===== src/rtl/ratio_pkg.sv =====
package ratio_pkg;

    // Field widths of the control word
    localparam int CSEL_W = 2;
    localparam int SSEL_W = 4;
    localparam int WORD_W = CSEL_W + SSEL_W;

    // Largest core divide is 2^(2^CSEL_W - 1)
    localparam int CORE_MAX = 1 << ((1 << CSEL_W) - 1);
    localparam int CCNT_W   = (CORE_MAX > 1) ? $clog2(CORE_MAX) : 1;
    localparam int SCNT_W   = SSEL_W;
    localparam int CMP_W    = ((CCNT_W + 1) > SSEL_W) ? (CCNT_W + 1) : SSEL_W;

    typedef struct packed {
        logic [SSEL_W-1:0] ssel;
        logic [CSEL_W-1:0] csel;
    } ratio_t;

    // Core divide as a number wide enough to compare against a system divide
    function automatic logic [CMP_W-1:0] core_divide(input logic [CSEL_W-1:0] sel);
        return CMP_W'(1) << sel;
    endfunction

endpackage


===== src/rtl/ratio_check.sv =====
module ratio_check
    import ratio_pkg::*;
(
    input  ratio_t req,
    output logic   legal
);

    logic [CMP_W-1:0] cdiv;
    logic [CMP_W-1:0] sdiv;

    always_comb begin
        cdiv  = core_divide(req.csel);
        sdiv  = CMP_W'(req.ssel);
        legal = (req.ssel != '0) && (sdiv >= cdiv);
    end

endmodule


===== src/rtl/div_counter.sv =====
module div_counter #(
    parameter int CNT_W = 4
) (
    input  logic             clk,
    input  logic             rst_n,
    input  logic             restart,
    input  logic [CNT_W-1:0] term_val,
    output logic             at_term
);

    typedef struct packed {
        logic [CNT_W-1:0] cnt;
    } cnt_state_t;

    cnt_state_t st_q;
    cnt_state_t st_d;

    always_comb begin
        at_term = (st_q.cnt >= term_val);
        st_d    = st_q;
        if (restart || at_term) begin
            st_d.cnt = '0;
        end else begin
            st_d.cnt = st_q.cnt + 1'b1;
        end
    end

    always_ff @(posedge clk) begin
        if (!rst_n) begin
            st_q <= '0;
        end else begin
            st_q <= st_d;
        end
    end

    // after a strobe, a period longer than one cycle brings a low cycle
    a_r5_single_pulse: assert property (@(posedge clk) disable iff (!rst_n)
        (at_term && !restart && (term_val != '0)) |=> !at_term);

    // the count never runs past the terminal value in force
    a_r7_count_in_range: assert property (@(posedge clk) disable iff (!rst_n)
        st_q.cnt <= term_val);

endmodule


===== src/rtl/vco_ratio_divider.sv =====
module vco_ratio_divider
    import ratio_pkg::*;
#(
    parameter int RST_SSEL = 5
) (
    input  logic              clk,
    input  logic              rst_n,
    input  logic              wr_en,
    input  logic [WORD_W-1:0] wr_data,
    output logic              core_en,
    output logic              sys_en,
    output logic [CSEL_W-1:0] act_core_sel,
    output logic [SSEL_W-1:0] act_sys_sel,
    output logic              cfg_err
);

    typedef struct packed {
        ratio_t act;
        ratio_t pend;
        logic   pend_v;
        logic   err;
    } ctl_state_t;

    ctl_state_t st_q;
    ctl_state_t st_d;

    ratio_t             wr_req;
    logic               wr_legal;
    logic               core_term;
    logic               sys_term;
    logic               adopt;
    logic [CCNT_W-1:0]  core_tv;
    logic [SCNT_W-1:0]  sys_tv;

    assign wr_req = ratio_t'(wr_data);

    ratio_check u_check (
        .req   (wr_req),
        .legal (wr_legal)
    );

    always_comb begin
        core_tv = CCNT_W'((1 << st_q.act.csel) - 1);
        sys_tv  = st_q.act.ssel - 1'b1;
    end

    div_counter #(.CNT_W(CCNT_W)) u_core_cnt (
        .clk      (clk),
        .rst_n    (rst_n),
        .restart  (adopt),
        .term_val (core_tv),
        .at_term  (core_term)
    );

    div_counter #(.CNT_W(SCNT_W)) u_sys_cnt (
        .clk      (clk),
        .rst_n    (rst_n),
        .restart  (adopt),
        .term_val (sys_tv),
        .at_term  (sys_term)
    );

    always_comb begin
        adopt = st_q.pend_v && core_term && sys_term;
        st_d  = st_q;
        if (adopt) begin
            st_d.act    = st_q.pend;
            st_d.pend_v = 1'b0;
        end
        if (wr_en) begin
            if (wr_legal) begin
                st_d.pend   = wr_req;
                st_d.pend_v = 1'b1;
            end else begin
                st_d.err = 1'b1;
            end
        end
    end

    always_ff @(posedge clk) begin
        if (!rst_n) begin
            st_q.act.csel <= '0;
            st_q.act.ssel <= SSEL_W'(RST_SSEL);
            st_q.pend     <= '0;
            st_q.pend_v   <= 1'b0;
            st_q.err      <= 1'b0;
        end else begin
            st_q <= st_d;
        end
    end

    assign core_en      = core_term;
    assign sys_en       = sys_term;
    assign act_core_sel = st_q.act.csel;
    assign act_sys_sel  = st_q.act.ssel;
    assign cfg_err      = st_q.err;

    // a zero system ratio never becomes active
    a_r3_no_zero_ratio: assert property (@(posedge clk) disable iff (!rst_n)
        act_sys_sel != '0);

    // the active system divide is never below the active core divide
    a_r4_sys_not_faster: assert property (@(posedge clk) disable iff (!rst_n)
        CMP_W'(act_sys_sel) >= core_divide(act_core_sel));

    // ratios change only after a cycle with both strobes high
    a_r7_aligned_switch: assert property (@(posedge clk) disable iff (!rst_n)
        ((act_core_sel != $past(act_core_sel)) || (act_sys_sel != $past(act_sys_sel)))
        |-> $past(core_en && sys_en));

    // the error flag never falls outside reset
    a_r9_err_sticky: assert property (@(posedge clk) disable iff (!rst_n)
        !$fell(cfg_err));

endmodule


===== config.mk =====
export PLATFORM = sky130hd
export DESIGN_NAME = vco_ratio_divider
export DESIGN_NICKNAME = d
export VERILOG_FILES = /design/src/rtl/ratio_pkg.sv /design/src/rtl/ratio_check.sv /design/src/rtl/div_counter.sv /design/src/rtl/vco_ratio_divider.sv
export SDC_FILE = /design/constraint.sdc
export NUM_CORES = 1
export LEC_CHECK = 0
export ABC_AREA = 1
export CAP_MARGIN = 5
export CORE_MARGIN = 2
export CORE_UTILIZATION = 40
export DETAILED_ROUTE_END_ITERATION = 8
export GPL_TIMING_DRIVEN = 0
export SYNTH_ARGS = -nofsm -noshare
export SYNTH_HDL_FRONTEND = slang
export SYNTH_SLANG_ARGS = --single-unit

===== constraint.sdc =====
create_clock -name clk -period 3.87 [get_ports clk]
set_input_delay 1.161 -clock clk [delete_from_list [all_inputs] [get_ports clk]]
set_output_delay 1.161 -clock clk [all_outputs]
set_load 0.1 [all_outputs]

After elaboration in Yosys (flattened, before gate mapping)

Cells that the tools add are included.

Register bits: 21
Bits of input ports: 9
Output and inout bits: 9
Logic and storage cells: 33

Add/subtract/negate cells: 4
$lt $le $gt $ge: 3
Shifts and indexed selects: 2
Multiplexer cells: 4
Bitwise operators: 2
Reduce and logical (&&, ||, !) cells: 10

Operator list:

| operator            | count |
|---|---|
| $ge 4x4->1          | 2 |
| $add 4x1->4 const B | 1 |
| $reduce_and 2->1    | 2 |
| $reduce_bool 4->1   | 1 |
| $reduce_or 2->1     | 2 |
| $shl 1x2->4 const A | 1 |
| $sub 4x1->4 const B | 1 |
| $add 3x1->3 const B | 1 |
| $ge 3x3->1          | 1 |
| $logic_and 1x1->1   | 3 |
| $mux 1              | 3 |
| $shl 1x2->3 const A | 1 |
| $sub 3x2->3 const B | 1 |
| $logic_or 1x1->1    | 2 |
| $mux 2              | 1 |
| $not 1->1           | 2 |

Depth between registers and ports, before layout

Word-level depth: 8
Mapped depth: 12
Gate-level depth less buffers: 11

By module

From an unflattened synthesis, not the netlist that was laid out.

Cells, all modules: 175
Area total of the unflattened synthesis: 1249.9 um^2

By module, submodules not included:

| module                   | instances | cells an instance | area an instance (um^2) |
|---|---|---|---|
| vco_ratio_divider        | 1         | 90                | 646.9 |
| div_counter (u_sys_cnt)  | 1         | 36                | 275.3 |
| div_counter (u_core_cnt) | 1         | 25                | 193.9 |
| ratio_check              | 1         | 24                | 133.9 |

Worst setup path after synthesis

OpenSTA, ideal clock, no wires.

Kind: reg-to-output
Start: register st_q (netlist bit act_sys_sel[0])
End: output sys_en
Arrival time: 1.568 ns
Path slack: 1.141 ns
Cell stages (with the launch flop): 8
Buffers on the path: 1
Cells stage by stage: dfxtp_1 inv_1 ha_1 xnor2_1 ha_1 nand4_1 nand3_2 buf_4

Word-level cells in the longest chain between the ends: 2

RTL lines:

| item                   | RTL line                | source |
|---|---|---|
| from (decl)            | vco_ratio_divider.sv:24 | `ctl_state_t st_q;` |
| from (signal assigned) | vco_ratio_divider.sv:88 | `st_q <= st_d;` |
| $sub 4x1->4            | vco_ratio_divider.sv:44 | `sys_tv = st_q.act.ssel - 1'b1;` |
| $ge 4x4->1             | div_counter.sv:19       | `at_term = (st_q.cnt >= term_val);` |
| to (decl)              | vco_ratio_divider.sv:11 | `output logic sys_en,` |

No other way between the ends.

Worst setup path after layout

Ends and elaborated chain as after synthesis.

==> impl_results.md <==
* Seq cells post-synth at 21
* TNS Setup at 0 ns
* Final antenna-violating net count at 0
* Final Cycle Share at 93.8%
* Root Buffer: clkbuf_4
* Leak Pwr at 0.000733 uW
* Core Area at 0.00300 mm^2
* Yosys cell types at 20
* Die Span X at 59.7 um
* Fin nets at 215
* CP max FO at 10
* Final Max Tran Viols at 0
* CP endpoint: sys_en
* Setup Buffers After CTS at 0
* Fraction of layout cells with a size suffix above 1 at 12.0%
* Largest net degree at the start of global routing at 12
* CP delay by family, top: buffers and inverters
* Overall via count from detail_route at 1033
* Max Clock Skew at 0.00636 ns
* Status: finished, final reports clean
* WP buf/inv at 3
* Peak VDD IR at 0.214 mV
* Clock Latency Late Sink at 0.30 ns
* CP Cell Sequence: inv_1 -> ha_1 -> xnor2_1 -> ha_1 -> nand4_1 -> nand3_2 -> buf_4 -> clkdlybuf4s15_2
* R2r endpoint: act_sys_sel[1]
* CP startpoint: act_sys_sel[0]
* Num ports at 18
* DR top layer: met3
* Worst Tran Pin Value at 0.961 ns
* Most frequent cell on the critical path: ha_1
* Worst path depth at 8
* WL/cell at 9.80 um
* Die Y at 59.7 um
* Port Buffers at 17
* Syn_nets at 193
* Vias in the first global route at 996
* CTS tree: yes
* Worst slew margin at 35.7%
* Yosys warns at 0
* HP Class: reg2reg
* Grt ovf at 0
* RSZ-0062 raised after global routing: no
* Setup violations, final at 0
* Initial Util at 41.4%
* Type of the worst setup path: reg2out
* Reg2Reg Depth at 11
* Routed wl met3 at 54 um
* Critical path endpoint category: output port
* CP max stage delay at 0.57 ns
* First DRT Iteration DRCs at 41
* Ant. Diodes at 0
* Design Power at 960 uW
* Cell row count at 20
* CTS Buf Count at 3
* Tmin final at 3.63 ns
* Routed wire length at 2200 um
* First-pass GRT wire length at 3970 um
* Final Hold Viols at 0
* CP Data Required Time at 2.71 ns
* Synthesized cell area at 0.00124 mm^2
* GRT Overall Usage at 14.6%
* Via density at 4.61
* R2R setup slack at 1.93 ns
* Mapped Cells at 170
* Initial antenna violation count at 0
* CTS clk-pin slew, worst paths at 0.12 ns
* Launch point of the worst reg-to-reg path: act_sys_sel[0]
* First drt pass iteration count at 4
* TritonCTS sink count at 21
* H-Tree Depth at 1
* Power per Cell Area at 647 mW/mm^2
* Gpl congestion at 0.753
* Avg Synthesized Cell Area at 7.31 um^2
* Register area share after synthesis at 33.8%
* Hold Buf Count CTS at 0
* Area delta synth->final at 19.4%
* Met2 WL post-DR at 1010 um
* CTS max path bufs at 2
* Arrival @ worst endpoint at 2.47 ns
* Drt drc at 0
* Crit start category: flop
* FMAX at 275 MHz
* Die footprint at 0.00357 mm^2
* CP max-delay cell: clkdlybuf4s15_2
* Total of max-cap violations at 0
* Met1 wire length at 1130 um
* Detailed placement HPWL at 1770 um
[worst min-delay path by stage]
stage,to,start,depth (start not counted)
floorplan,u_core_cnt.st_q[0],u_core_cnt.st_q[0],1
CTS,u_core_cnt.st_q[0],u_core_cnt.st_q[0],1
finish,u_core_cnt.st_q[0],u_core_cnt.st_q[0],1
global placement,u_core_cnt.st_q[0],u_core_cnt.st_q[0],1
global route,u_core_cnt.st_q[0],u_core_cnt.st_q[0],1
detailed placement,u_core_cnt.st_q[0],u_core_cnt.st_q[0],1
[report_power, final]
part	leakage [uW]	switching (uW)	internal, uW
Combinational	0.000546	390	179
Clock	0.0000150	66.9	40.2
Sequential	0.000172	30.7	253
[sequential cells by signal, indices dropped and copies added (netlist names)]
signal,flops
act_sys_sel,4
act_core_sel,2
u_core_cnt.st_q,3
cfg_err,1
u_sys_cnt.st_q,4
st_q,7
[final cells by class]
class	count	area, um^2
inverter	26	97.6
tap	33	41.3
fill	318	1520
buffer	10	76.3
timing repair buffer	17	174
sequential	21	420
clock buffer	4	26.3
multi-input combinational	113	648
[layout by cell type (no fill, tap or decap), types with 4 or more instances in the layout]
master	Yosys	routed
nand2_1	32	32
dfxtp_1	21	21
xnor2_1	4	4
nand3_1	11	11
clkdlybuf4s50_1	0	15
nor2_1	29	29
ha_1	14	14
inv_1	25	25
a21oi_1	7	7
nand4_1	5	5
buf_4	8	8
[kinds of logic (layout without fill, tap and decap cells)]
group / after synthesis / in the layout / synth area share [%]
compound gates: 9 / 9 / 4.23
xor+xnor: 5 / 5 / 3.52
fa+ha+maj: 14 / 14 / 14.1
buf+inv: 36 / 57 / 14.0
flops: 21 / 21 / 33.8
simple gates: 85 / 85 / 30.3
[synth_stat cells]
library cell  count  share of area [%]
a21oi_1           7                2.8
nand3_1          11                4.4
nand4_1           5                2.5
nor3_1            1               0.40
buf_6             1               0.91
xnor2_1           4                2.8
inv_1            25                7.6
nand2_2           1               0.50
buf_2             1               0.40
ha_1             14                 14
inv_2             1               0.30
dfxtp_1          21                 34
xor2_1            1               0.71
a21oi_2           2                1.4
nand3b_1          1               0.60
nand2_1          32                9.7
nor2_1           29                8.8
buf_4             8                4.8
or2_2             2                1.0
nand3_2           3                2.4
[through the flow]
step	worst slack, ns	instances	utilization [%]	instance area, um^2	hold WS (ns)
2_1_floorplan	1.14	170	-	1240	0.417
3_3_place_gp	0.0440	220	48.4	1450	0.438
3_5_place_dp	0.00505	220	48.4	1450	0.452
4_1_cts	0.0897	224	49.3	1480	0.470
5_1_grt	0.0596	224	49.4	1480	0.505
6_report	0.239	224	49.4	1480	0.470
[repair_timing]
action | 4_1_cts | 5_1_grt
hold endpoints to repair | 0 | 0
endpoints found under the setup margin | 1 | 1
gates resized for setup | 3 | 1
pin swaps | 0 | 0
[metal layers]
metal  vias to the layer above  GRT usage (%)
met5                         -              0
met2                        16           25.5
met1                       447           17.6
li1                        570              -
met3                         0           1.95
met4                         0           6.67
No activity file was read; power rests on OpenSTA's default activity.
